==> config.mk <==
export PLATFORM = sky130hd
export DESIGN_NAME = d2d_lane_bist
export DESIGN_NICKNAME = d
export VERILOG_FILES = /design/src/rtl/d2d_bist_pkg.sv /design/src/rtl/d2d_bist_patgen.sv /design/src/rtl/d2d_bist_cmp.sv /design/src/rtl/d2d_bist_inuse.sv /design/src/rtl/d2d_lane_bist.sv
export SDC_FILE = /design/constraint.sdc
export NUM_CORES = 1
export LEC_CHECK = 0
export BUFFER_PORTS_ARGS = -buffer_cell sky130_fd_sc_hd__buf_2
export CAP_MARGIN = 25
export CORE_ASPECT_RATIO = 0.7
export CORE_MARGIN = 1.5
export CORE_UTILIZATION = 25
export DETAILED_ROUTE_END_ITERATION = 8
export GPL_TIMING_DRIVEN = 0
export PLACE_DENSITY_LB_ADDON = 0.25
export SYNTH_ARGS = -nofsm -noshare
export SYNTH_HDL_FRONTEND = slang
export SYNTH_SLANG_ARGS = --single-unit
export TNS_END_PERCENT = 50
==> constraint.sdc <==
create_clock -name clk -period 7.7 [get_ports clk]
set_clock_uncertainty 0.15 [all_clocks]
set_input_delay 0.385 -clock clk [delete_from_list [all_inputs] [get_ports clk]]
set_output_delay 0.385 -clock clk [all_outputs]
set_load 0.01 [all_outputs]
==> src/rtl/d2d_bist_pkg.sv <==
package d2d_bist_pkg;

  typedef enum logic [1:0] {
    RES_PASS         = 2'b00,
    RES_REPAIRABLE   = 2'b01,
    RES_UNREPAIRABLE = 2'b10
  } res_e;

  typedef enum logic [1:0] {
    PH_WALK1 = 2'd0,
    PH_WALK0 = 2'd1,
    PH_ALT   = 2'd2,
    PH_PRBS  = 2'd3
  } phase_e;

  typedef enum logic [2:0] {
    ST_IDLE  = 3'd0,
    ST_RUN   = 3'd1,
    ST_EVAL  = 3'd2,
    ST_WRITE = 3'd3,
    ST_DONE  = 3'd4
  } st_e;

  // x^7 + x^6 + 1, shifting toward the MSB
  function automatic logic [6:0] prbs7_next(input logic [6:0] s);
    return {s[5:0], s[6] ^ s[5]};
  endfunction

endpackage

==> src/rtl/d2d_bist_patgen.sv <==
module d2d_bist_patgen
  import d2d_bist_pkg::*;
#(
  parameter int NL    = 10,
  parameter int CNT_W = 16
) (
  input  logic             clk,
  input  logic             rst_n,
  input  logic             restart,
  input  logic [CNT_W-1:0] phase_len,
  output logic [NL-1:0]    pat,
  output logic             active
);
  localparam int IDX_W = (NL > 1) ? $clog2(NL) : 1;

  phase_e           phase;
  logic [CNT_W-1:0] pcnt;
  logic [IDX_W-1:0] widx;
  logic [CNT_W-1:0] last_cnt;
  logic             end_phase;
  logic             reseed;
  logic             step;

  assign last_cnt  = (phase_len == '0) ? '0 : phase_len - 1'b1;
  assign end_phase = (pcnt == last_cnt);
  assign reseed    = restart | (active & end_phase);
  assign step      = active & ~end_phase;

  always_ff @(posedge clk) begin
    if (!rst_n) begin
      active <= 1'b0;
      phase  <= PH_WALK1;
      pcnt   <= '0;
      widx   <= '0;
    end else if (restart) begin
      active <= 1'b1;
      phase  <= PH_WALK1;
      pcnt   <= '0;
      widx   <= '0;
    end else if (active) begin
      if (end_phase) begin
        pcnt <= '0;
        widx <= '0;
        if (phase == PH_PRBS) active <= 1'b0;
        else                  phase  <= phase_e'(phase + 2'd1);
      end else begin
        pcnt <= pcnt + 1'b1;
        widx <= (widx == IDX_W'(NL - 1)) ? '0 : widx + 1'b1;
      end
    end
  end

  for (genvar i = 0; i < NL; i++) begin : g_lane
    localparam logic [6:0] SEED = 7'(i + 1);
    localparam logic       ODD  = 1'((i % 2) == 1);
    logic [6:0] lfsr;
    logic       bit_v;

    always_ff @(posedge clk) begin
      if (!rst_n)      lfsr <= SEED;
      else if (reseed) lfsr <= SEED;
      else if (step)   lfsr <= prbs7_next(lfsr);
    end

    always_comb begin
      unique case (phase)
        PH_WALK1: bit_v = (widx == IDX_W'(i));
        PH_WALK0: bit_v = (widx != IDX_W'(i));
        PH_ALT:   bit_v = ODD ^ pcnt[0];
        default:  bit_v = lfsr[6];
      endcase
    end

    assign pat[i] = active & bit_v;
  end

endmodule

==> src/rtl/d2d_bist_cmp.sv <==
module d2d_bist_cmp #(
  parameter int NL      = 10,
  parameter int MAX_LAT = 7,
  parameter int LAT_W   = 3
) (
  input  logic             clk,
  input  logic             rst_n,
  input  logic             clear,
  input  logic [NL-1:0]    tx_now,
  input  logic             tx_act,
  input  logic [NL-1:0]    rx,
  input  logic [LAT_W-1:0] lat,
  input  logic [NL-1:0]    eval_mask,
  output logic [NL-1:0]    fail_q
);
  // entry = {valid, pattern}; hist[k] is the pattern from k+1 cycles ago
  logic [NL:0]      hist [MAX_LAT];
  logic [NL:0]      cur;
  logic [NL:0]      sel;
  logic [LAT_W-1:0] lat_c;

  assign cur   = {tx_act, tx_now};
  assign lat_c = (int'(lat) > MAX_LAT) ? LAT_W'(MAX_LAT) : lat;

  for (genvar k = 0; k < MAX_LAT; k++) begin : g_hist
    always_ff @(posedge clk) begin
      if (!rst_n || clear) hist[k] <= '0;
      else if (k == 0)     hist[k] <= cur;
      else                 hist[k] <= hist[(k == 0) ? 0 : k - 1];
    end
  end

  always_comb begin
    sel = cur;
    for (int k = 1; k <= MAX_LAT; k++)
      if (int'(lat_c) == k) sel = hist[k-1];
  end

  always_ff @(posedge clk) begin
    if (!rst_n || clear) fail_q <= '0;
    else if (sel[NL])    fail_q <= fail_q | ((sel[NL-1:0] ^ rx) & eval_mask);
  end

endmodule

==> src/rtl/d2d_bist_inuse.sv <==
module d2d_bist_inuse #(
  parameter int NL    = 10,
  parameter int LANES = 8
) (
  input  logic [NL-1:0] bad,
  output logic [NL-1:0] inuse
);
  always_comb begin
    int taken;
    taken = 0;
    inuse = '0;
    for (int i = 0; i < NL; i++) begin
      if (!bad[i] && taken < LANES) begin
        inuse[i] = 1'b1;
        taken    = taken + 1;
      end
    end
  end
endmodule

==> src/rtl/d2d_lane_bist.sv <==
module d2d_lane_bist
  import d2d_bist_pkg::*;
#(
  parameter  int LANES   = 8,
  parameter  int SPARES  = 2,
  parameter  int CNT_W   = 16,
  parameter  int MAX_LAT = 7,
  localparam int NL      = LANES + SPARES,
  localparam int LAT_W   = $clog2(MAX_LAT + 1)
) (
  input  logic             clk,
  input  logic             rst_n,
  input  logic             start,
  input  logic [1:0]       cfg_mode,
  input  logic             cfg_spares,
  input  logic             cfg_accum,
  input  logic [CNT_W-1:0] cfg_phase_len,
  input  logic [LAT_W-1:0] cfg_lat,
  output logic [1:0]       lb_sel,
  output logic [NL-1:0]    tx_pat,
  input  logic [NL-1:0]    rx_dat,
  output logic             rep_valid,
  input  logic             rep_ready,
  output logic [NL-1:0]    rep_data,
  input  logic             sig_valid,
  output logic             sig_ready,
  input  logic [NL-1:0]    sig_data,
  output logic             busy,
  output logic             done,
  output logic [1:0]       result
);
  localparam logic [NL-1:0] DATA_MASK = {{SPARES{1'b0}}, {LANES{1'b1}}};

  st_e              state;
  logic [1:0]       lb_q;
  logic             acc_q;
  logic             ver_q;
  logic [CNT_W-1:0] len_q;
  logic [LAT_W-1:0] lat_q;
  logic [LAT_W-1:0] dcnt;
  logic [NL-1:0]    eval_q;
  logic [NL-1:0]    sig_q;
  res_e             res_q;

  logic             start_ok;
  logic             wr_ok;
  logic             restart;
  logic             pg_act;
  logic [NL-1:0]    pg_pat;
  logic [NL-1:0]    fail_vec;
  logic [NL-1:0]    inuse;
  logic [NL-1:0]    scope;
  logic [NL-1:0]    sig_next;
  logic             too_many;
  logic             want_wr;

  assign start_ok = (state == ST_IDLE) && start;
  assign wr_ok    = (state == ST_WRITE) && rep_ready;
  assign restart  = start_ok | wr_ok;
  assign scope    = cfg_spares ? '1 : DATA_MASK;
  assign sig_next = sig_q | fail_vec;
  assign too_many = ($countones(sig_next) > SPARES);
  assign want_wr  = !acc_q && !ver_q && (sig_next != '0) && !too_many;

  d2d_bist_patgen #(.NL(NL), .CNT_W(CNT_W)) u_pat (
    .clk       (clk),
    .rst_n     (rst_n),
    .restart   (restart),
    .phase_len (len_q),
    .pat       (pg_pat),
    .active    (pg_act)
  );

  d2d_bist_cmp #(.NL(NL), .MAX_LAT(MAX_LAT), .LAT_W(LAT_W)) u_cmp (
    .clk       (clk),
    .rst_n     (rst_n),
    .clear     (restart),
    .tx_now    (pg_pat),
    .tx_act    (pg_act),
    .rx        (rx_dat),
    .lat       (lat_q),
    .eval_mask (eval_q),
    .fail_q    (fail_vec)
  );

  d2d_bist_inuse #(.NL(NL), .LANES(LANES)) u_inuse (
    .bad   (sig_q),
    .inuse (inuse)
  );

  always_ff @(posedge clk) begin
    if (!rst_n) begin
      state  <= ST_IDLE;
      lb_q   <= 2'd0;
      acc_q  <= 1'b0;
      ver_q  <= 1'b0;
      len_q  <= '0;
      lat_q  <= '0;
      dcnt   <= '0;
      eval_q <= '0;
      sig_q  <= '0;
      res_q  <= RES_PASS;
    end else begin
      unique case (state)
        ST_IDLE: begin
          if (start) begin
            state  <= ST_RUN;
            lb_q   <= cfg_mode;
            acc_q  <= cfg_accum;
            len_q  <= cfg_phase_len;
            lat_q  <= cfg_lat;
            ver_q  <= 1'b0;
            eval_q <= ~sig_q & scope;
            dcnt   <= '0;
          end else if (sig_valid) begin
            sig_q <= sig_data;
          end
        end
        ST_RUN: begin
          if (!pg_act) begin
            if (dcnt == lat_q) state <= ST_EVAL;
            else               dcnt  <= dcnt + 1'b1;
          end
        end
        ST_EVAL: begin
          sig_q <= sig_next;
          if (too_many)              res_q <= RES_UNREPAIRABLE;
          else if (fail_vec == '0)   res_q <= RES_PASS;
          else                       res_q <= RES_REPAIRABLE;
          state <= want_wr ? ST_WRITE : ST_DONE;
        end
        ST_WRITE: begin
          if (rep_ready) begin
            state  <= ST_RUN;
            ver_q  <= 1'b1;
            eval_q <= inuse;
            dcnt   <= '0;
          end
        end
        ST_DONE:  state <= ST_IDLE;
        default:  state <= ST_IDLE;
      endcase
    end
  end

  assign lb_sel    = lb_q;
  assign tx_pat    = pg_pat;
  assign rep_valid = (state == ST_WRITE);
  assign rep_data  = sig_q;
  assign sig_ready = (state == ST_IDLE) && !start;
  assign busy      = (state != ST_IDLE);
  assign done      = (state == ST_DONE);
  assign result    = res_q;

endmodule

==> After elaboration in Yosys (flattened, before gate mapping) <==
Memories as Yosys holds them, arrays and structs flattened.
Index checks and enable logic that the tools add are counted.
{ "totals": {"ram_bits": 77, "inputBits": 48, "ff_bits": 154, "output_inout_bits": 28, "memories": 1} }
{ "classes": {"addsub": 22, "n_eq_ne": 41, "reduce_logical": 49, "magnitude_cmp": 10, "bitwise": 41, "muxes": 77} }
{ "mem_list": {"columns": ["name", "words", "width", "read_ports", "rd_ports_with_merged_regs", "write_ports", "line_no", "text"], "rows": [
  ["u_cmp.hist", 7, 11, 7, 0, 7, "d2d_bist_cmp.sv:17", "logic [NL:0] hist [MAX_LAT];"]
]} }
{ "ops": {"columns": ["op", "n"], "rows": [
  ["$lt A32 B5 Y1 const B", 8],
  ["$mux W32", 8],
  ["$add A32 B2 Y32 const B", 7],
  ["$mux W11", 14],
  ["$mux W10", 5],
  ["$pmux W10 S2", 2],
  ["$mux W16", 2],
  ["$pmux W1 S3", 10],
  ["$mux W3", 9],
  ["$mux W1", 21],
  ["$and A10 B10 Y10", 2],
  ["$or A10 B10 Y10", 2],
  ["$add A16 B1 Y16 const B", 1],
  ["$eq A16 B16 Y1", 1],
  ["$eq A4 B3 Y1 const B", 4],
  ["$logic_not A16 Y1", 1],
  ["$ne A4 B3 Y1 const B", 4],
  ["$sub A16 B1 Y16 const B", 1],
  ["$eq A3 B3 Y1 const B", 5],
  ["$logic_and A1 B1 Y1", 15],
  ["$logic_not A1 Y1", 14],
  ["$and A1 B1 Y1", 12],
  ["$eq A3 B2 Y1 const B", 4],
  ["$ne A2 B2 Y1 const B", 6],
  ["other kinds (45)", 82]
]} }

==> Logic depth before layout (Yosys ltp) <==
{ "logic_depth": {"ltp_word": 30, "mapped_depth": 18, "mapped_depth_nobuf": 17} }

==> Cells and area by module <==
From an unflattened synthesis, not the netlist that was laid out.
{ "unflattened": {"cells_unflattened": 1150, "area_unflattened_um2": 10892.9} }
{ "modules_own_cells": {"columns": ["mod", "cells_per_inst", "area_each_um2", "n_inst"], "rows": [
  ["d2d_bist_patgen", 494, 4458.0, 1],
  ["d2d_bist_cmp", 250, 3191.8, 1],
  ["d2d_lane_bist", 302, 2501.1, 1],
  ["d2d_bist_inuse", 104, 742.0, 1]
]} }

==> Worst setup path before layout <==
Ideal clock, no wire load.
{ "synth_timing": {"path_kind": "reg-to-reg", "start": "register sig_q[0] (netlist: rep_data[0])", "end": "register eval_q[9]", "t_arrival_ps": 3941, "setup_time_ps": 129, "path_stages_with_launch": 18, "slack_ps": 3480, "t_required_ps": 7421, "period_less_slack_ps": 4220, "cell_sequence": "dfxtp_1 > inv_1 > ha_1 > clkbuf_1 > nor2b_1 > mux2i_1 > and2_1 > ha_1 > nor2b_1 > a31o_2 > ha_1 > mux2_2 > ha_1 > mux2_2 > ha_1 > a21boi_0 > nor4b_1 > o41ai_1"} }
{ "synth_between": {"elab_chain_len": 30, "elab_cells_between_ends": 38, "classes_between": "add/sub: 8; order compare: 9; mux: 12; reduce/logical: 9"} }
{ "synth_rtl": {"columns": ["element", "line_no", "text"], "rows": [
  ["start: declaration", "d2d_lane_bist.sv:42", "logic [NL-1:0] sig_q;"],
  ["start signal: assignment", "d2d_lane_bist.sv:116", "sig_q <= sig_data;"],
  ["start signal: assignment", "d2d_lane_bist.sv:126", "sig_q <= sig_next;"],
  ["$mux W1 (*)", "d2d_bist_inuse.sv:13", "if (!bad[i] && taken < LANES) begin"],
  ["$lt A1 B4 Y1", "d2d_bist_inuse.sv:13", null],
  ["$logic_and A1 B1 Y1", "d2d_bist_inuse.sv:13", null],
  ["$mux W32 (*)", "d2d_bist_inuse.sv:13", null],
  ["$lt A32 B5 Y1", "d2d_bist_inuse.sv:13", null],
  ["$logic_and A1 B1 Y1", "d2d_bist_inuse.sv:13", null],
  ["$mux W32 (*)", "d2d_bist_inuse.sv:13", null],
  ["$lt A32 B5 Y1", "d2d_bist_inuse.sv:13", null],
  ["[14 not listed]", null, null],
  ["$lt A32 B5 Y1", "d2d_bist_inuse.sv:13", null],
  ["$logic_and A1 B1 Y1", "d2d_bist_inuse.sv:13", null],
  ["$mux W32 (*)", "d2d_bist_inuse.sv:13", null],
  ["$lt A32 B5 Y1 (*)", "d2d_bist_inuse.sv:13", null],
  ["$logic_and A1 B1 Y1 (*)", "d2d_bist_inuse.sv:13", null],
  ["$mux W1 (*)", "d2d_bist_inuse.sv:13", null],
  ["$mux W10 (*)", "d2d_lane_bist.sv:133", "if (rep_ready) begin"],
  ["$pmux W10 S2 (*)", "d2d_lane_bist.sv:104", "unique case (state)"],
  ["end signal: assignment", "d2d_lane_bist.sv:113", "eval_q <= ~sig_q & scope;"],
  ["end signal: assignment", "d2d_lane_bist.sv:136", "eval_q <= inuse;"],
  ["end: declaration", "d2d_lane_bist.sv:41", "logic [NL-1:0] eval_q;"]
]} }
Mark *: on every way between the ends. The rest lies on a longest branch, timed or not. The select of a mux whose other input is x is not followed.
A chain may end at the register's enable or synchronous reset.

==> Worst setup path after layout <==
{ "layout_timing": {"start": "register sig_q[1] (netlist: rep_data[1])", "end": "register eval_q[9]"} }
{ "layout_between": {"elab_chain_len": 29, "elab_cells_between_ends": 36, "classes_between": "add/sub: 7; order compare: 8; mux: 11; reduce/logical: 10"} }
{ "layout_rtl": {"columns": ["element", "line_no"], "rows": [
  ["$logic_not A1 Y1 (*)", "d2d_bist_inuse.sv:13"],
  ["$logic_and A1 B1 Y1 (*)", "d2d_bist_inuse.sv:13"],
  ["$mux W32 (*)", "d2d_bist_inuse.sv:13"],
  ["$lt A32 B5 Y1", "d2d_bist_inuse.sv:13"],
  ["$logic_and A1 B1 Y1", "d2d_bist_inuse.sv:13"],
  ["$mux W32 (*)", "d2d_bist_inuse.sv:13"],
  ["$lt A32 B5 Y1", "d2d_bist_inuse.sv:13"],
  ["$logic_and A1 B1 Y1", "d2d_bist_inuse.sv:13"],
  ["[13 not listed]", null],
  ["$lt A32 B5 Y1", "d2d_bist_inuse.sv:13"],
  ["$logic_and A1 B1 Y1", "d2d_bist_inuse.sv:13"],
  ["$mux W32 (*)", "d2d_bist_inuse.sv:13"],
  ["$lt A32 B5 Y1 (*)", "d2d_bist_inuse.sv:13"],
  ["$logic_and A1 B1 Y1 (*)", "d2d_bist_inuse.sv:13"],
  ["$mux W1 (*)", "d2d_bist_inuse.sv:13"],
  ["$mux W10 (*)", "d2d_lane_bist.sv:133"],
  ["$pmux W10 S2 (*)", "d2d_lane_bist.sv:104"]
]} }
Marked as above.

==> flow_metrics.py <==
metrics = {
    "timing": {
        "final.setup.tns_ns": 0,
        "grt_setup_unrepaired": "false",
        "finalHoldViolations": 0,
        "drv_slew": 0,
        "fmax_mhz": 204,
        "min_period_ns": 4.90,
        "finalSetupViolations": 0,
        "max_slew_margin": 0.408,
        "min_period_over_period": 0.636,
        "tightestPinTransition_ns": 0.879,
    },
    "finish": {
        "stdcell_count": 1833,
        "fill_cells": 4400,
        "antenna_cells": 0,
        "multiInputGateArea_um2": 5570,
        "final_core_util": 0.306,
        "area_delta_synth_final_pct": 20.7,
        "stdcell_area_um2": 12900,
        "nets": 1337,
        "regArea_um2": 4620,
        "drive_above_1_share": 0.133,
    },
    "logic_synthesis": {
        "synth_edf_count": 0,
        "ys_async_sr_fraction": 0,
        "synth_seq_cells": 231,
        "synth_top_cell_by_area": "dfxtp_1",
        "syn-num-nets": 1203,
        "synth_top_area_frac": 0.432,
        "synthTopCellsByArea": "dfxtp_1 (43%), and3_1 (4.9%), a22o_1 (4.0%), nand2_1 (3.4%), xnor2_1 (3.0%)",
        "synth_ff_type": "dfxtp_1",
        "seq_area_frac_synth": 0.432,
        "ys_top_cells_by_count": "dfxtp_1 (231), nand2_1 (97), and3_1 (84)",
        "netlist_area_um2": 10700,
        "syn_area_per_cell_um2": 9.46,
        "yosysWarnings": 0,
        "synthDistinctLibCells": 74,
        "synthCells": 1131,
        "yosys.cell_count.top_type": "dfxtp_1",
    },
    "setup_path": {
        "reg2reg_to": "eval_q[9]",
        "cp_cell_sequence": "inv_1 > ha_1 > clkbuf_1 > nor2_1 > mux2i_1 > and2_1 > ha_1 > nor2b_1 > a31o_2 > ha_1 > mux2_2 > ha_1 > mux2_2 > ha_1 > a21boi_0 > nor4b_1 > o41ai_1",
        "cp.depth": 17,
        "end_kind": "flip-flop",
        "r2r_start": "rep_data[1]",
        "cp-start-kind": "flip-flop",
        "critPathKind": "reg -> reg",
        "worst-path-max-fanout": 10,
        "crit_end": "eval_q[9]",
        "slowest_delay_ns": 0.46,
        "worst_path_dominant_cell_family": "adder cells",
        "arrival_ns": 5.15,
        "worst_setup_path_startpoint": "rep_data[1]",
        "cp_data_required_time_ns": 7.95,
        "r2r_cells": 17,
        "crit_top_cell": "ha_1",
        "path_buf_inv": 2,
        "critPathSlowestCell": "dfxtp_1",
        "reg2reg_slack_ns": 2.80,
    },
    "outcome": {
        "status": "complete, no violations",
    },
    "power_and_ir_drop": {
        "p_leak_nw": 5.17,
        "power_density_nw_per_um2": 388,
        "irDropWorstVdd_mv": 0.271,
    },
    "min_path": {
        "hold_depth": 3,
        "min_path_type": "in -> reg",
    },
    "floorplan": {
        "initial_core_util": 0.253,
        "rows": 63,
        "die-width_um": 250,
        "die_h_um": 176,
        "io_pins": 76,
        "die-area_um2": 44100,
        "coreArea_um2": 42300,
    },
    "global_routing": {
        "track_usage": 0.146,
        "antenna_found_initial": 0,
        "overflow": 0,
        "use_met3": 0.0264,
        "grtUsageMet1": 0.235,
        "grt.met2_usage": 0.196,
        "grt_pass1_wl_um": 50700,
        "grt_max_degree": 14,
        "grt.busiest_layer": "met1",
        "grt_pass1_vias": 8635,
    },
    "routing": {
        "vias": 9067,
        "drt-total-wl_um": 32500,
        "ant_nets": 0,
        "firstDrtPassIters": 5,
        "vias_per_cell": 4.95,
        "drcViolationCount": 0,
        "wl_per_cell_um": 17.7,
        "drtIter0Drc": 606,
    },
    "placement": {
        "post-dp-hpwl_um": 24000,
        "dpl.cell_count": 1757,
        "port_buffers": 74,
        "place_congestion": 0.833,
        "dpl_cell_area_um2": 11800,
    },
    "clock_tree": {
        "cts_tree": "yes",
        "insertion_delay_ns": 0.55,
        "clkTransAtPathRegs_ns": 0.06,
        "htree_levels": 1,
        "cts.repair.resized": 0,
        "clockBufferDepth": 3,
        "cts_root_buf": "clkbuf_16",
        "clock-sinks": 231,
        "cts_made_buffers": 25,
    },
    "job": {
        "cap_viol_max_count": 0,
    },
}
## how the worst min path moves through the flow
stage,startpoint,endpoint,slack (ns)
after global routing,rx_dat[2],u_cmp.fail_q[2],0.06
after CTS,rx_dat[0],u_cmp.fail_q[0],0.04
after global placement,lb_sel[1],lb_sel[1],0.29
after floorplan,eval_q[8],eval_q[8],0.28
final,rx_dat[0],u_cmp.fail_q[0],0.07
after detailed placement,u_pat.g_lane[6].lfsr[1],u_pat.g_lane[6].lfsr[1],0.31
## power breakdown
group | internal, mW | switching (mW) | leakage, nW
sequential | 1.32 | 0.117 | 1.87
combinational | 0.940 | 1.40 | 2.89
clock | 0.723 | 0.507 | 0.411
## final cells by class
type	count	share of cell area
tap	552	0.0535
multi-input combinational	774	0.431
clock buffer	36	0.0563
clock inverter	7	0.00775
buffer	90	0.0287
sequential	231	0.358
timing repair buffer	107	0.0543
inverter	36	0.0105
## worst min-delay path: stages
cell     delay [ns]
buf_2          0.10
xnor2_1        0.11
a32o_1         0.15
## state kept, by name, indices dropped and copies added (netlist names), 4 cells and up
| name | flops |
|---|---|
| u_pat.pcnt | 16 |
| u_cmp.fail_q | 10 |
| rep_data | 10 |
| eval_q | 10 |
| u_pat.widx | 4 |
| u_pat.g_lane.lfsr | 70 |
| len_q | 16 |
| u_cmp.hist | 77 |
## timing repair
item | 4_1_cts | 5_1_grt
endpoints found under the hold margin | 33 | 0
setup buffers | 0 | 0
hold buffers | 33 | 0
## cell usage in the layout, fill, tap and decap left out, drive strengths merged, types with 8 or more instances in the layout
cell type	instances
o22a	13
nand2	97
or2	10
xnor2	37
nand4	10
dfxtp	231
nor2	52
and3	84
mux2i	11
nand3	16
o211ai	18
mux2	13
nor4	8
dlygate4sd3	33
o22ai	10
a22o	49
a32o	11
a211oi	24
buf	83
xor2	27
nor2b	9
o21ai	40
mux4	13
nand2b	16
nor3	12
a21oi	60
o221ai	10
ha	18
o211a	13
clkbuf	117
inv	36
## per-stage QoR
stage	setup slack (ns)	hold slack, ns	total power [mW]
final	2.80	0.0694	5.01
after global routing	2.53	0.0644	5.39
after CTS	2.85	0.0445	5.03
after detailed placement	2.89	0.305	3.77
after global placement	2.93	0.292	3.73
after floorplan	3.48	0.282	3.15
## kinds of logic after synthesis
logic type	synth area share
xor gates and xnor gates	0.0566
and+or+nand+nor	0.184
AOI/OAI and AO/OA	0.196
muxes	0.0514
buffers and inverters	0.0473
adders and majority gates	0.0323
DFF	0.432
## layer usage
metal / wire [um] / share of wire
met2: 12700 / 0.39
met5: 0 / 0
met1: 17600 / 0.54
met4: 495 / 0.015
met3: 1720 / 0.053
Note: power is estimated with default switching activity, not from simulation.
